### config.mk
export PLATFORM = sky130hd
export DESIGN_NAME = rom_sum_gate
export DESIGN_NICKNAME = d
export VERILOG_FILES = /design/src/rtl/rsg_pkg.sv /design/src/rtl/rsg_accum.sv /design/src/rtl/rsg_ctrl.sv /design/src/rtl/rsg_regs.sv /design/src/rtl/rsg_window.sv /design/src/rtl/rom_sum_gate.sv
export SDC_FILE = /design/constraint.sdc
export NUM_CORES = 1
export LEC_CHECK = 0
export ABC_AREA = 1
export CAP_MARGIN = 20
export CORE_MARGIN = 3
export CORE_UTILIZATION = 53
export CTS_BUF_LIST = sky130_fd_sc_hd__clkbuf_4 sky130_fd_sc_hd__clkbuf_8
export DETAILED_ROUTE_END_ITERATION = 8
export MAX_ROUTING_LAYER = met4
export PLACE_DENSITY_LB_ADDON = 0.05
export SETUP_SLACK_MARGIN = 0.02
export SYNTH_ARGS = -nofsm -noshare
export SYNTH_HDL_FRONTEND = slang
export SYNTH_SLANG_ARGS = --single-unit
### constraint.sdc
create_clock -name clk_i -period 4.6 [get_ports clk_i]
set_clock_uncertainty 0.05 [all_clocks]
set_input_delay 1.15 -clock clk_i [delete_from_list [all_inputs] [get_ports clk_i]]
set_output_delay 1.15 -clock clk_i [all_outputs]
set_load 0.02 [all_outputs]
### src/rtl/rsg_pkg.sv
package rsg_pkg;
  typedef enum logic [1:0] {
    ST_CHECK = 2'd0,
    ST_FAIL  = 2'd2,
    ST_PASS  = 2'd3
  } gate_state_e;
endpackage

### src/rtl/rsg_accum.sv
module rsg_accum #(
  parameter int DATA_W = 32
) (
  input  logic              clk_i,
  input  logic              rst_ni,
  input  logic              clr_i,
  input  logic              add_i,
  input  logic [DATA_W-1:0] data_i,
  output logic [DATA_W-1:0] sum_next_o
);
  logic [DATA_W-1:0] sum_q;

  // inclusive sum: value after adding the word on the bus now
  assign sum_next_o = sum_q + data_i;

  always_ff @(posedge clk_i or negedge rst_ni) begin
    if (!rst_ni)    sum_q <= '0;
    else if (clr_i) sum_q <= '0;
    else if (add_i) sum_q <= sum_next_o;
  end
endmodule

### src/rtl/rsg_ctrl.sv
module rsg_ctrl
  import rsg_pkg::*;
#(
  parameter int                ADDR_W       = 21,
  parameter int                DATA_W       = 32,
  parameter logic [DATA_W-1:0] EXPECTED_SUM = 32'h0,
  parameter logic [DATA_W-1:0] END_ADDR_RST = 32'h001F_FFFF
) (
  input  logic              clk_i,
  input  logic              rst_ni,
  input  logic              rom_vld_i,
  input  logic [ADDR_W-1:0] rom_addr_i,
  input  logic [DATA_W-1:0] sum_next_i,
  input  logic              eaddr_wr_i,
  input  logic [DATA_W-1:0] eaddr_wdata_i,
  output gate_state_e       state_o,
  output logic              add_o,
  output logic              clr_o
);
  localparam int PAD_W = DATA_W - ADDR_W;

  gate_state_e       st_q, st_d;
  logic [DATA_W-1:0] end_q;
  logic              hit;

  assign hit   = (st_q == ST_CHECK) && rom_vld_i
                 && ({{PAD_W{1'b0}}, rom_addr_i} == end_q);
  assign add_o = (st_q == ST_CHECK) && rom_vld_i;
  assign clr_o = (st_q == ST_PASS) && eaddr_wr_i;

  always_comb begin
    st_d = st_q;
    unique case (st_q)
      ST_CHECK: if (hit) st_d = (sum_next_i == EXPECTED_SUM) ? ST_PASS : ST_FAIL;
      ST_PASS:  if (eaddr_wr_i) st_d = ST_CHECK;
      default:  st_d = ST_FAIL;
    endcase
  end

  always_ff @(posedge clk_i or negedge rst_ni) begin
    if (!rst_ni) begin
      st_q  <= ST_CHECK;
      end_q <= END_ADDR_RST;
    end else begin
      st_q <= st_d;
      if (eaddr_wr_i && st_q != ST_FAIL) end_q <= eaddr_wdata_i;
    end
  end

  assign state_o = st_q;


  pass_entry_chk: assert property (@(posedge clk_i) disable iff (!rst_ni)
    (hit && sum_next_i == EXPECTED_SUM) |=> st_q == ST_PASS);

  fail_entry_chk: assert property (@(posedge clk_i) disable iff (!rst_ni)
    (hit && sum_next_i != EXPECTED_SUM) |=> st_q == ST_FAIL);

  rearm_chk: assert property (@(posedge clk_i) disable iff (!rst_ni)
    (st_q == ST_PASS && eaddr_wr_i) |=> st_q == ST_CHECK);

  fail_sticky_chk: assert property (@(posedge clk_i) disable iff (!rst_ni)
    st_q == ST_FAIL |=> (st_q == ST_FAIL && $stable(end_q)));
endmodule

### src/rtl/rsg_regs.sv
module rsg_regs
  import rsg_pkg::*;
#(
  parameter int              DATA_W    = 32,
  parameter int              REG_AW    = 8,
  parameter logic [REG_AW-1:0] EADR_OFS = 8'hE4,
  parameter logic [REG_AW-1:0] STAT_OFS = 8'hEC
) (
  input  logic              reg_vld_i,
  input  logic              reg_we_i,
  input  logic [REG_AW-1:0] reg_addr_i,
  input  gate_state_e       state_i,
  output logic              eaddr_wr_o,
  output logic [DATA_W-1:0] rdata_o
);
  localparam logic [DATA_W-1:0] EADR_RD = DATA_W'(8'hFF);

  assign eaddr_wr_o = reg_vld_i && reg_we_i && (reg_addr_i == EADR_OFS);

  always_comb begin
    rdata_o = '0;
    if (reg_addr_i == EADR_OFS)      rdata_o = EADR_RD;
    else if (reg_addr_i == STAT_OFS) rdata_o = DATA_W'(state_i);
  end
endmodule

### src/rtl/rsg_window.sv
module rsg_window #(
  parameter int DATA_W = 32
) (
  input  logic              open_i,
  input  logic [DATA_W-1:0] dev_rdata_i,
  output logic [DATA_W-1:0] dev_rdata_o
);
  for (genvar b = 0; b < DATA_W; b++) begin : g_bit
    assign dev_rdata_o[b] = dev_rdata_i[b] | ~open_i;
  end
endmodule

### src/rtl/rom_sum_gate.sv
module rom_sum_gate
  import rsg_pkg::*;
#(
  parameter int                ADDR_W       = 21,
  parameter int                DATA_W       = 32,
  parameter int                REG_AW       = 8,
  parameter logic [DATA_W-1:0] EXPECTED_SUM = 32'h5A5A_1234,
  parameter logic [DATA_W-1:0] END_ADDR_RST = 32'h001F_FFFF
) (
  input  logic              clk_i,
  input  logic              rst_ni,
  input  logic              rom_rd_vld_i,
  input  logic [ADDR_W-1:0] rom_rd_addr_i,
  input  logic [DATA_W-1:0] rom_rd_data_i,
  input  logic              reg_vld_i,
  input  logic              reg_we_i,
  input  logic [REG_AW-1:0] reg_addr_i,
  input  logic [DATA_W-1:0] reg_wdata_i,
  output logic [DATA_W-1:0] reg_rdata_o,
  input  logic [DATA_W-1:0] dev_rdata_i,
  output logic [DATA_W-1:0] dev_rdata_o,
  output logic              dev_open_o
);
  gate_state_e       state;
  logic              add, clr, eaddr_wr;
  logic [DATA_W-1:0] sum_next;

  rsg_accum #(.DATA_W(DATA_W)) u_accum (
    .clk_i, .rst_ni,
    .clr_i(clr), .add_i(add), .data_i(rom_rd_data_i),
    .sum_next_o(sum_next)
  );

  rsg_ctrl #(
    .ADDR_W(ADDR_W), .DATA_W(DATA_W),
    .EXPECTED_SUM(EXPECTED_SUM), .END_ADDR_RST(END_ADDR_RST)
  ) u_ctrl (
    .clk_i, .rst_ni,
    .rom_vld_i(rom_rd_vld_i), .rom_addr_i(rom_rd_addr_i),
    .sum_next_i(sum_next),
    .eaddr_wr_i(eaddr_wr), .eaddr_wdata_i(reg_wdata_i),
    .state_o(state), .add_o(add), .clr_o(clr)
  );

  rsg_regs #(.DATA_W(DATA_W), .REG_AW(REG_AW)) u_regs (
    .reg_vld_i, .reg_we_i, .reg_addr_i,
    .state_i(state), .eaddr_wr_o(eaddr_wr), .rdata_o(reg_rdata_o)
  );

  assign dev_open_o = (state == ST_PASS);

  rsg_window #(.DATA_W(DATA_W)) u_window (
    .open_i(dev_open_o), .dev_rdata_i, .dev_rdata_o
  );


  window_block_chk: assert property (@(posedge clk_i) disable iff (!rst_ni)
    (state != ST_PASS) |-> dev_rdata_o == '1);

  window_pass_chk: assert property (@(posedge clk_i) disable iff (!rst_ni)
    (state == ST_PASS) |-> dev_rdata_o == dev_rdata_i);

  state_code_chk: assert property (@(posedge clk_i) disable iff (!rst_ni)
    state != 2'd1);
endmodule

==> impl_metrics.ini, run 1 <==
[pwr]
total_power_w = 0.00145
power.density_mw_per_mm2 = 177
static-leakage-power_nw = 4.44
vdd_ir_drop_max_mv = 0.156

[detailed_routing]
drtPass1Iterations = 5
drtIter0Drc = 474
viasPerCell = 4.90
ant_nets = 0
drcViolationCount = 0
routed_wl_um = 17900
wl_per_cell_um = 13.9
vias = 6300

[layout]
n_antenna_cell = 0
area.growth.synth_to_final_pct = 29.7
drive_gt1_share_pct = 10.8
finalNetCount = 1305

[sta]
slew_violations = 0
fmax_ghz = 0.254
fin_crit_sh_pct = 85.6
final.setup.tns_ns = 0
finalSetupViolCount = 0
final_hold_viol_count = 0
rsz0062_at_grt = no
worst_slack_ns = 0.661
timing.slew.headroom_pct = 28.6
tightest_slew_ns = 1.07
post-route-min-period_ns = 3.94

[worst_setup_path]
worst_setup_path_start_kind = input port
crit_family = buffers and inverters
crit_fanout = 6
critPathArrivalTime_ns = 2.74
crit_type = input port to output port
crit_path_cell_trace = clkdlybuf4s50_1 > inv_1 > nor2_2 > nand3_2 > nor3_1 > buf_4 > clkdlybuf4s50_1
critPathCaptureType = output port
path_common_cell = clkdlybuf4s50_1
critPathMaxStageDelay_ns = 0.61
critPathRequiredTime_ns = 3.40
cp_slowest_cell = clkdlybuf4s50_1
critical_path_buf_inv_count = 4

[grt]
grt_pass1_vias = 6032
grt_pass1_wl_um = 28600
grt_usage_pct = 28.3
grt_max_degree = 42
gr-total-overflow = 0
antenna_found_initial = 0

[clock_network]
cts_tree = built
cts_root_buf = clkbuf_8
ctsResizeCount = 0
cts_made_buffers = 9
htreeDepth = 3
clkSlewWorstSetupHoldPaths_ns = 0.08
clk-insertion-delay-late_ns = 0.38
post_cts_buffers = 0
hold_buffers = 0
clock-sinks = 66
ctsLongestPathBuffers = 2

[synth]
synth_ff_type = dfrtp_1
async_flop_share_pct = 100
syn_area_per_cell_sq_um = 6.49
synth_cell_types = 34
synthCells = 974
synth-seq-cells = 66
syn_area_sq_mm = 0.00632
yosysSeqAreaShare_pct = 26.5
synth_edf_count = 0
yosys_warnings = 0

[floorplan]
pin_count = 195
rows = 39
start_util_pct = 54.7
die_h_um = 115
core_sq_mm = 0.0116
chipWidth_um = 115
dieArea_sq_mm = 0.0133

[run]
maxCapViolCount = 0

[placement]
place_congestion = 1.01
dpl.hpwl_um = 14600
pre_cts_ws_ns = 0.653
port_buffers = 170

[min_path]
hp-class = register to register

[outcome]
run_status = completed
## metal layers
layer / global-route usage [%] / share of wire [%] / up-vias
li1: - / - / 3267
met1: 37.4 / 45 / 2797
met2: 43.9 / 46 / 212
met3: 4.95 / 7.7 / 24
met4: 9.47 / 1.8 / 0
met5: - / 0 / -
## area by class of cell
cell class	instances	area, sq um
multi-input cells	693	3700
clock inverters	6	46.3
flip-flops and latches	66	1680
fillers	1026	3360
repair buffers	174	1730
clock buffers	10	138
inverters	195	732
well taps	143	179
## power breakdown
part / switching (W) / internal [W] / total (W)
logic: 0.000209 / 0.000176 / 0.000384
registers: 0.000000275 / 0.000581 / 0.000582
clock network: 0.000269 / 0.000215 / 0.000483
total: 0.000477 / 0.000972 / 0.00145
## kinds of logic (layout without fill, tap and decap cells)
group / after synthesis / count (layout) / synth area share (%)
compound gates: 73 / 73 / 6.29
xor+xnor: 7 / 7 / 0.969
simple gates: 521 / 521 / 35.1
flops: 66 / 66 / 26.5
mux: 32 / 32 / 7.48
buf+inv: 238 / 385 / 16.3
other cells: 1 / 24 / 0.0593
fa+ha+maj: 36 / 36 / 7.24
## synth_stat cells, types with 5 or more instances
master	number	share of area [%]
nand2_1	327	19
inv_1	195	12
nor2_1	71	4.2
dfrtp_1	45	18
nand3_1	45	3.6
ha_1	35	6.9
or2_2	33	3.3
o21ai_0	31	2.5
mux2_4	30	7.1
buf_4	29	3.4
dfstp_2	21	8.7
a21oi_1	20	1.6
nand4_1	12	1.2
o22ai_1	12	1.2
clkbuf_1	9	0.53
nor3_1	8	0.63
nand3b_1	7	0.83
nor2_2	6	0.59
nand2_2	5	0.49
xnor2_1	5	0.69
## flip-flops by register name, indices dropped and copies added, names as in the netlist
signal,cells
u_ctrl.state_o,2
u_ctrl.end_q,32
u_accum.sum_q,32
## cell usage in the layout (no fill, tap or decap), types with 2 or more instances in the layout
cell	Yosys	final
dfrtp_1	45	45
nor3_1	8	8
a21oi_1	20	20
nand3b_1	7	7
or2_2	33	34
inv_1	195	195
nand2_1	327	327
nand4_1	12	12
o21ai_1	3	2
o21bai_1	4	4
o22ai_1	12	12
mux2_2	2	2
dfstp_2	21	21
nor2_2	6	6
buf_4	29	4
o211ai_1	3	3
conb_1	1	24
xnor2_1	5	5
ha_1	35	35
mux2_4	30	30
nor2_1	71	71
clkinvlp_4	0	2
o21ai_0	31	31
inv_6	0	3
clkbuf_8	0	10
nand3_1	45	45
nand2_2	5	5
clkdlybuf4s50_1	0	169
xor2_1	2	2
nand3_2	3	3
## worst paths after layout
kind                                               startpoint                            end  slack, ns  cells after the start
worst max-delay path                            reg_addr_i[5]                 reg_rdata_o[6]       0.66                      7
worst min-delay path             u_ctrl.end_q[24]$_DFFE_PN0P_   u_ctrl.end_q[24]$_DFFE_PN0P_       0.47                      1
worst max register to register  u_ctrl.state_o[0]$_DFFE_PN0P_  u_accum.sum_q[30]$_DFFE_PN0P_       1.82                      7
worst min register to register   u_ctrl.end_q[24]$_DFFE_PN0P_   u_ctrl.end_q[24]$_DFFE_PN0P_       0.47                      1
max in group asynchronous                              rst_ni    u_ctrl.end_q[4]$_DFFE_PN1P_       2.68                      2
min in group asynchronous                              rst_ni   u_accum.sum_q[6]$_DFFE_PN0P_       0.86                      1
## through the flow
| step | cells | cell area (sq um) | utilization, % | hold WS, ns |
|---|---|---|---|---|
| 2_1_floorplan | 997 | 6410 | - | 0.432 |
| 3_3_place_gp | 1271 | 8020 | 69.3 | 0.442 |
| 3_5_place_dp | 1271 | 8020 | 69.3 | 0.447 |
| 4_1_cts | 1287 | 8200 | 70.9 | 0.470 |
| 5_1_grt | 1287 | 8200 | 70.9 | 0.481 |
| 6_report | 1287 | 8200 | 70.9 | 0.466 |
Power figures use the tool's default switching activity.
==> run 2: changes to the inputs <==
SLEW_MARGIN = 25   (was not set)
==> impl_metrics.ini, run 2 (synthesis results as in run 1) <==
[layout]
n_antenna_cell = 0
finalNetCount = 1305
postLayoutCoreUtil_pct = 71.0
final_cell_mix = nand2_1, inv_1, clkdlybuf4s50_1
drive_gt1_share_pct = 10.8
area.growth.synth_to_final_pct = 29.8
final_common_cell = nand2_1

[clock_network]
cts_tree = built
cts_root_buf = clkbuf_8
ctsLongestPathBuffers = 2
clk-insertion-delay-late_ns = 0.39
htreeDepth = 3
hold_buffers = 0
post_cts_buffers = 0
clkSlewWorstSetupHoldPaths_ns = 0.08
cts_made_buffers = 9
clock-sinks = 66
ctsResizeCount = 0

[min_path]
min_from = u_ctrl.end_q[24]$_DFFE_PN0P_
min_to = u_ctrl.end_q[24]$_DFFE_PN0P_
hp-class = register to register
hold_depth = 1

[worst_setup_path]
critPathMaxStageDelay_ns = 0.61
rr_worst_depth = 7
cp_slowest_cell = clkdlybuf4s50_1
critPathCaptureType = output port
worst_setup_path_start_kind = input port
path_common_cell = clkdlybuf4s50_1
r2r-end = u_accum.sum_q[30]$_DFFE_PN0P_
crit_path_cell_trace = clkdlybuf4s50_1 > inv_1 > nor2_2 > nand3_2 > nor3_1 > buf_4 > clkdlybuf4s50_1
reg2reg_from = u_ctrl.state_o[0]$_DFFE_PN0P_
r2r_slack_ns = 1.82
critPathRequiredTime_ns = 3.40
crit_fanout = 6
critPathArrivalTime_ns = 2.74
crit_type = input port to output port

[detailed_routing]
routed_wl_um = 17900
viasPerCell = 4.89
drtPass1Iterations = 5
wl_per_cell_um = 13.9
vias = 6289
drcViolationCount = 0
ant_nets = 0
drtIter0Drc = 437

[pwr]
power.density_mw_per_mm2 = 177
vdd_ir_drop_max_mv = 0.156
clockPowerShare_pct = 33.5
p_switching_w = 0.000480
switching_share_pct = 33.1
static-leakage-power_nw = 4.44
combPwrFrac_pct = 26.5
pwr-share-seq_pct = 40.0
internal_power_w = 0.000972

[sta]
tightest_slew_ns = 0.817
post-route-min-period_ns = 3.94
fmax_ghz = 0.254
fin_crit_sh_pct = 85.6
finalSetupViolCount = 0
timing.slew.headroom_pct = 45.5
final.setup.tns_ns = 0
final_hold_viol_count = 0
worst_slack_ns = 0.661
slew_violations = 0
worst_hold_slack_ns = 0.467
rsz0062_at_grt = no

[grt]
grt_pass1_wl_um = 28600
grt_max_degree = 42
grt_usage_pct = 28.3
grt_pass1_vias = 6032
antenna_found_initial = 0
gr-total-overflow = 0

[placement]
dpl.hpwl_um = 14600
pre_cts_ws_ns = 0.653
place_congestion = 1.01
port_buffers = 170

[floorplan]
pin_count = 195
die_h_um = 115
core_sq_mm = 0.0116
chipWidth_um = 115
rows = 39
dieArea_sq_mm = 0.0133
start_util_pct = 54.7

[outcome]
run_status = completed

[run]
maxCapViolCount = 0
run 2: cell counts in the layout (fill, tap and decap cells not counted):
Identical to the previous run, type by type.
run 2: final cells by class:
type | count | area [sq um]
multi-input cells | 693 | 3710
inverters | 195 | 732
clock buffers | 10 | 138
well taps | 143 | 179
clock inverters | 6 | 46.3
fillers | 1028 | 3360
flip-flops and latches | 66 | 1680
repair buffers | 174 | 1730
run 2: stage by stage:
step | power [W] | cells | area (sq um)
CTS | 0.00146 | 1287 | 8200
floorplan | 0.000808 | 997 | 6410
global placement | 0.000966 | 1271 | 8020
detailed placement | 0.000970 | 1271 | 8020
finish | 0.00145 | 1287 | 8210
global route | 0.00153 | 1287 | 8210
run 2: power by group through the flow:
stage / logic (W) / registers (W) / clock network [W]
2_1_floorplan: 0.000216 / 0.000592 / 0
3_3_place_gp: 0.000374 / 0.000592 / 0
3_5_place_dp: 0.000378 / 0.000592 / 0
4_1_cts: 0.000380 / 0.000582 / 0.000495
5_1_grt: 0.000429 / 0.000582 / 0.000516
6_report: 0.000384 / 0.000582 / 0.000486
run 2: worst max-delay path by stage:
stage | from | endpoint | slack (ns) | cells past startpoint
floorplan | reg_addr_i[5] | reg_rdata_o[3] | 1.07 | 5
global placement | reg_addr_i[5] | reg_rdata_o[2] | 0.65 | 7
detailed placement | reg_addr_i[5] | reg_rdata_o[6] | 0.65 | 7
CTS | reg_addr_i[5] | reg_rdata_o[6] | 0.65 | 7
global route | reg_addr_i[5] | reg_rdata_o[3] | 0.52 | 7
finish | reg_addr_i[5] | reg_rdata_o[6] | 0.66 | 7
run 2: worst max-delay path, delay by kind of cell:
family	cells	cell delay (ns)
buffers and inverters	4	1.27
and+or+nand+nor	3	0.31
run 2: metal layers:
layer | share of wire [%] | vias up | global-route usage (%) | routed length (um)
met5 | 0 | - | - | 0
met4 | 1.7 | 0 | 9.47 | 298
met3 | 8.0 | 22 | 4.95 | 1420
met2 | 46 | 224 | 43.9 | 8270
met1 | 44 | 2778 | 37.4 | 7870
li1 | - | 3265 | - | -
==> run 3: changes to the inputs <==
HOLD_SLACK_MARGIN = 0.15   (was not set)
SYNTH_HIERARCHICAL = 1   (was not set)
==> impl_metrics.ini, run 3 <==
[outcome]
run_status = completed

[run]
maxCapViolCount = 0

[clock_network]
ctsLongestPathBuffers = 2
cts_root_buf = clkbuf_8
clk-insertion-delay-late_ns = 0.36
cts_tree = built
cts_made_buffers = 9
ctsResizeCount = 0
htreeDepth = 3
clock-sinks = 66
post_cts_buffers = 0
clkSlewWorstSetupHoldPaths_ns = 0.07
hold_buffers = 0

[detailed_routing]
highest_layer = met4
drtIter0Drc = 253
wl_per_cell_um = 13.0
wl_met1_um = 7120
vias = 6109
met2_length_um = 8100
ant_nets = 0
drtPass1Iterations = 5
met3_length_um = 1050
routed_wl_um = 16700
viasPerCell = 4.76
drcViolationCount = 0

[layout]
finalNetCount = 1300
n_antenna_cell = 0
fill_cells = 983
final_common_cell = nand2_1
final_cell_mix = nand2_1, inv_1, clkdlybuf4s50_1
area.growth.synth_to_final_pct = 31.7
postLayoutCoreUtil_pct = 72.8
drive_gt1_share_pct = 9.19

[grt]
grt_max_degree = 48
grt_usage_pct = 26.4
grt_pass1_wl_um = 26500
gr-total-overflow = 0
antenna_found_initial = 0
grt_pass1_vias = 5762

[floorplan]
rows = 38
dieArea_sq_mm = 0.0129
pin_count = 195
start_util_pct = 55.3
core_sq_mm = 0.0111
chipWidth_um = 114
die_h_um = 114

[sta]
fmax_ghz = 0.253
timing.slew.headroom_pct = 41.0
fin_crit_sh_pct = 86.0
tightest_slew_ns = 0.884
rsz0062_at_grt = no
post-route-min-period_ns = 3.95
finalSetupViolCount = 0
slew_violations = 0
final_hold_viol_count = 0
final.setup.tns_ns = 0

[synth]
async_flop_share_pct = 100
synth_top_area_share_pct = 22.5
syn_area_per_cell_sq_um = 6.32
synth.largest_area_cell = nand2_1
synth_edf_count = 0
synth_cell_types = 38
synth_most_common_cell = nand2_1
synthCells = 970
ys_top_cells_by_area = nand2_1, dfrtp_1, inv_1
synth-seq-cells = 66
syn_area_sq_mm = 0.00613
yosys_warnings = 6
synth_ff_type = dfrtp_1
yosysSeqAreaShare_pct = 27.4
synth_common_cells = nand2_1, inv_1, nor2_1

[pwr]
internal_power_w = 0.00104
combPwrFrac_pct = 19.7
switching_share_pct = 27.6
static-leakage-power_nw = 4.64
vdd_ir_drop_max_mv = 0.159
p_switching_w = 0.000397
power.density_mw_per_mm2 = 178
pwr-share-seq_pct = 40.8
clockPowerShare_pct = 39.4

[worst_setup_path]
cp-startpoint = reg_addr_i[7]
reg2reg_from = u_accum/sum_q[0]$_DFFE_PN0P_
crit_fanout = 6
worst_setup_path_start_kind = input port
r2r_slack_ns = 1.89
critPathMaxStageDelay_ns = 0.65
rr_worst_depth = 16
r2r-end = u_ctrl/state_o[0]$_DFFE_PN0P_
critPathRequiredTime_ns = 3.40
path_common_cell = clkdlybuf4s50_1
cp_slowest_cell = clkdlybuf4s50_1
critPathArrivalTime_ns = 2.75
crit_type = input port to output port
crit_path_cell_trace = clkdlybuf4s50_1 > nand2_1 > nor2_2 > nand2_2 > inv_1 > clkdlybuf4s50_1
critPathCaptureType = output port

[min_path]
hp-class = register to register
hold_depth = 2
min_from = u_ctrl/end_q[11]$_DFFE_PN1P_
min_to = u_ctrl/end_q[11]$_DFFE_PN1P_

[placement]
dpl.hpwl_um = 13800
place_congestion = 0.959
port_buffers = 170
==> run 3: cell count changes after synthesis, moves of 13 or more <==
cell / before / now
mux2_4: 30 / 0
nand2_1: 327 / 367
and2_1: 1 / 15
o21ai_0: 31 / 4
mux2_2: 2 / 19
or2_2: 33 / 2
xor2_1: 2 / 15
==> run 3: metrics by stage <==
step                      setup WS [ns]  hold WS (ns)  area, sq um  instances  power (W)
after detailed placement          0.632         0.422         7840       1267   0.000881
after global routing              0.521         0.457         8070       1283    0.00151
after CTS                         0.625         0.435         8070       1283    0.00145
final                             0.645         0.436         8070       1283    0.00144
after floorplan                    1.52         0.403         6210        993   0.000743
after global placement            0.721         0.417         7810       1266   0.000878
==> run 3: routing by layer <==
layer	global-route usage, %	vias up
met2	44.8	188
met1	31.7	2717
met3	5.09	24
met5	-	-
li1	-	3180
met4	7.93	0
==> run 3: logic make-up after synthesis <==
kind of cell    Yosys count  share of synthesized area [%]
compound gates           48                           4.66
xor+xnor                 24                           3.92
fa+ha+maj                32                           6.66
buf+inv                 236                           17.0
flops                    66                           27.4
mux                      19                           3.49
other cells               1                         0.0612
simple gates            544                           36.8
==> run 3: worst max path at each step <==
stage | to | slack [ns] | depth (start not counted)
3_5_place_dp | reg_rdata_o[2] | 0.63 | 6
3_3_place_gp | reg_rdata_o[2] | 0.72 | 6
2_1_floorplan | u_ctrl/state_o[0]$_DFFE_PN0P_ | 1.52 | 13
4_1_cts | reg_rdata_o[2] | 0.62 | 6
5_1_grt | reg_rdata_o[2] | 0.52 | 6
6_report | reg_rdata_o[2] | 0.65 | 6
==> run 3: power groups by stage <==
stage	Clock (W)	Combinational [W]	Sequential (W)
2_1_floorplan	0	0.000146	0.000597
3_3_place_gp	0	0.000280	0.000598
3_5_place_dp	0	0.000283	0.000598
4_1_cts	0.000583	0.000284	0.000587
5_1_grt	0.000612	0.000315	0.000588
6_report	0.000568	0.000284	0.000587
==> run 3: critical path: cells and delay by family <==
kind | cells | cell delay [ns]
buffers and inverters | 3 | 1.27
AND/OR/NAND/NOR | 3 | 0.33
==> run 3: final cells by class <==
cell class | count | area (sq um) | share of cell area, %
clock buffers | 9 | 124 | 1.54
inverters | 195 | 732 | 9.07
flip-flops and latches | 66 | 1680 | 20.8
multi-input cells | 691 | 3500 | 43.4
clock inverters | 7 | 103 | 1.27
well taps | 140 | 175 | 2.17
repair buffers | 175 | 1760 | 21.8
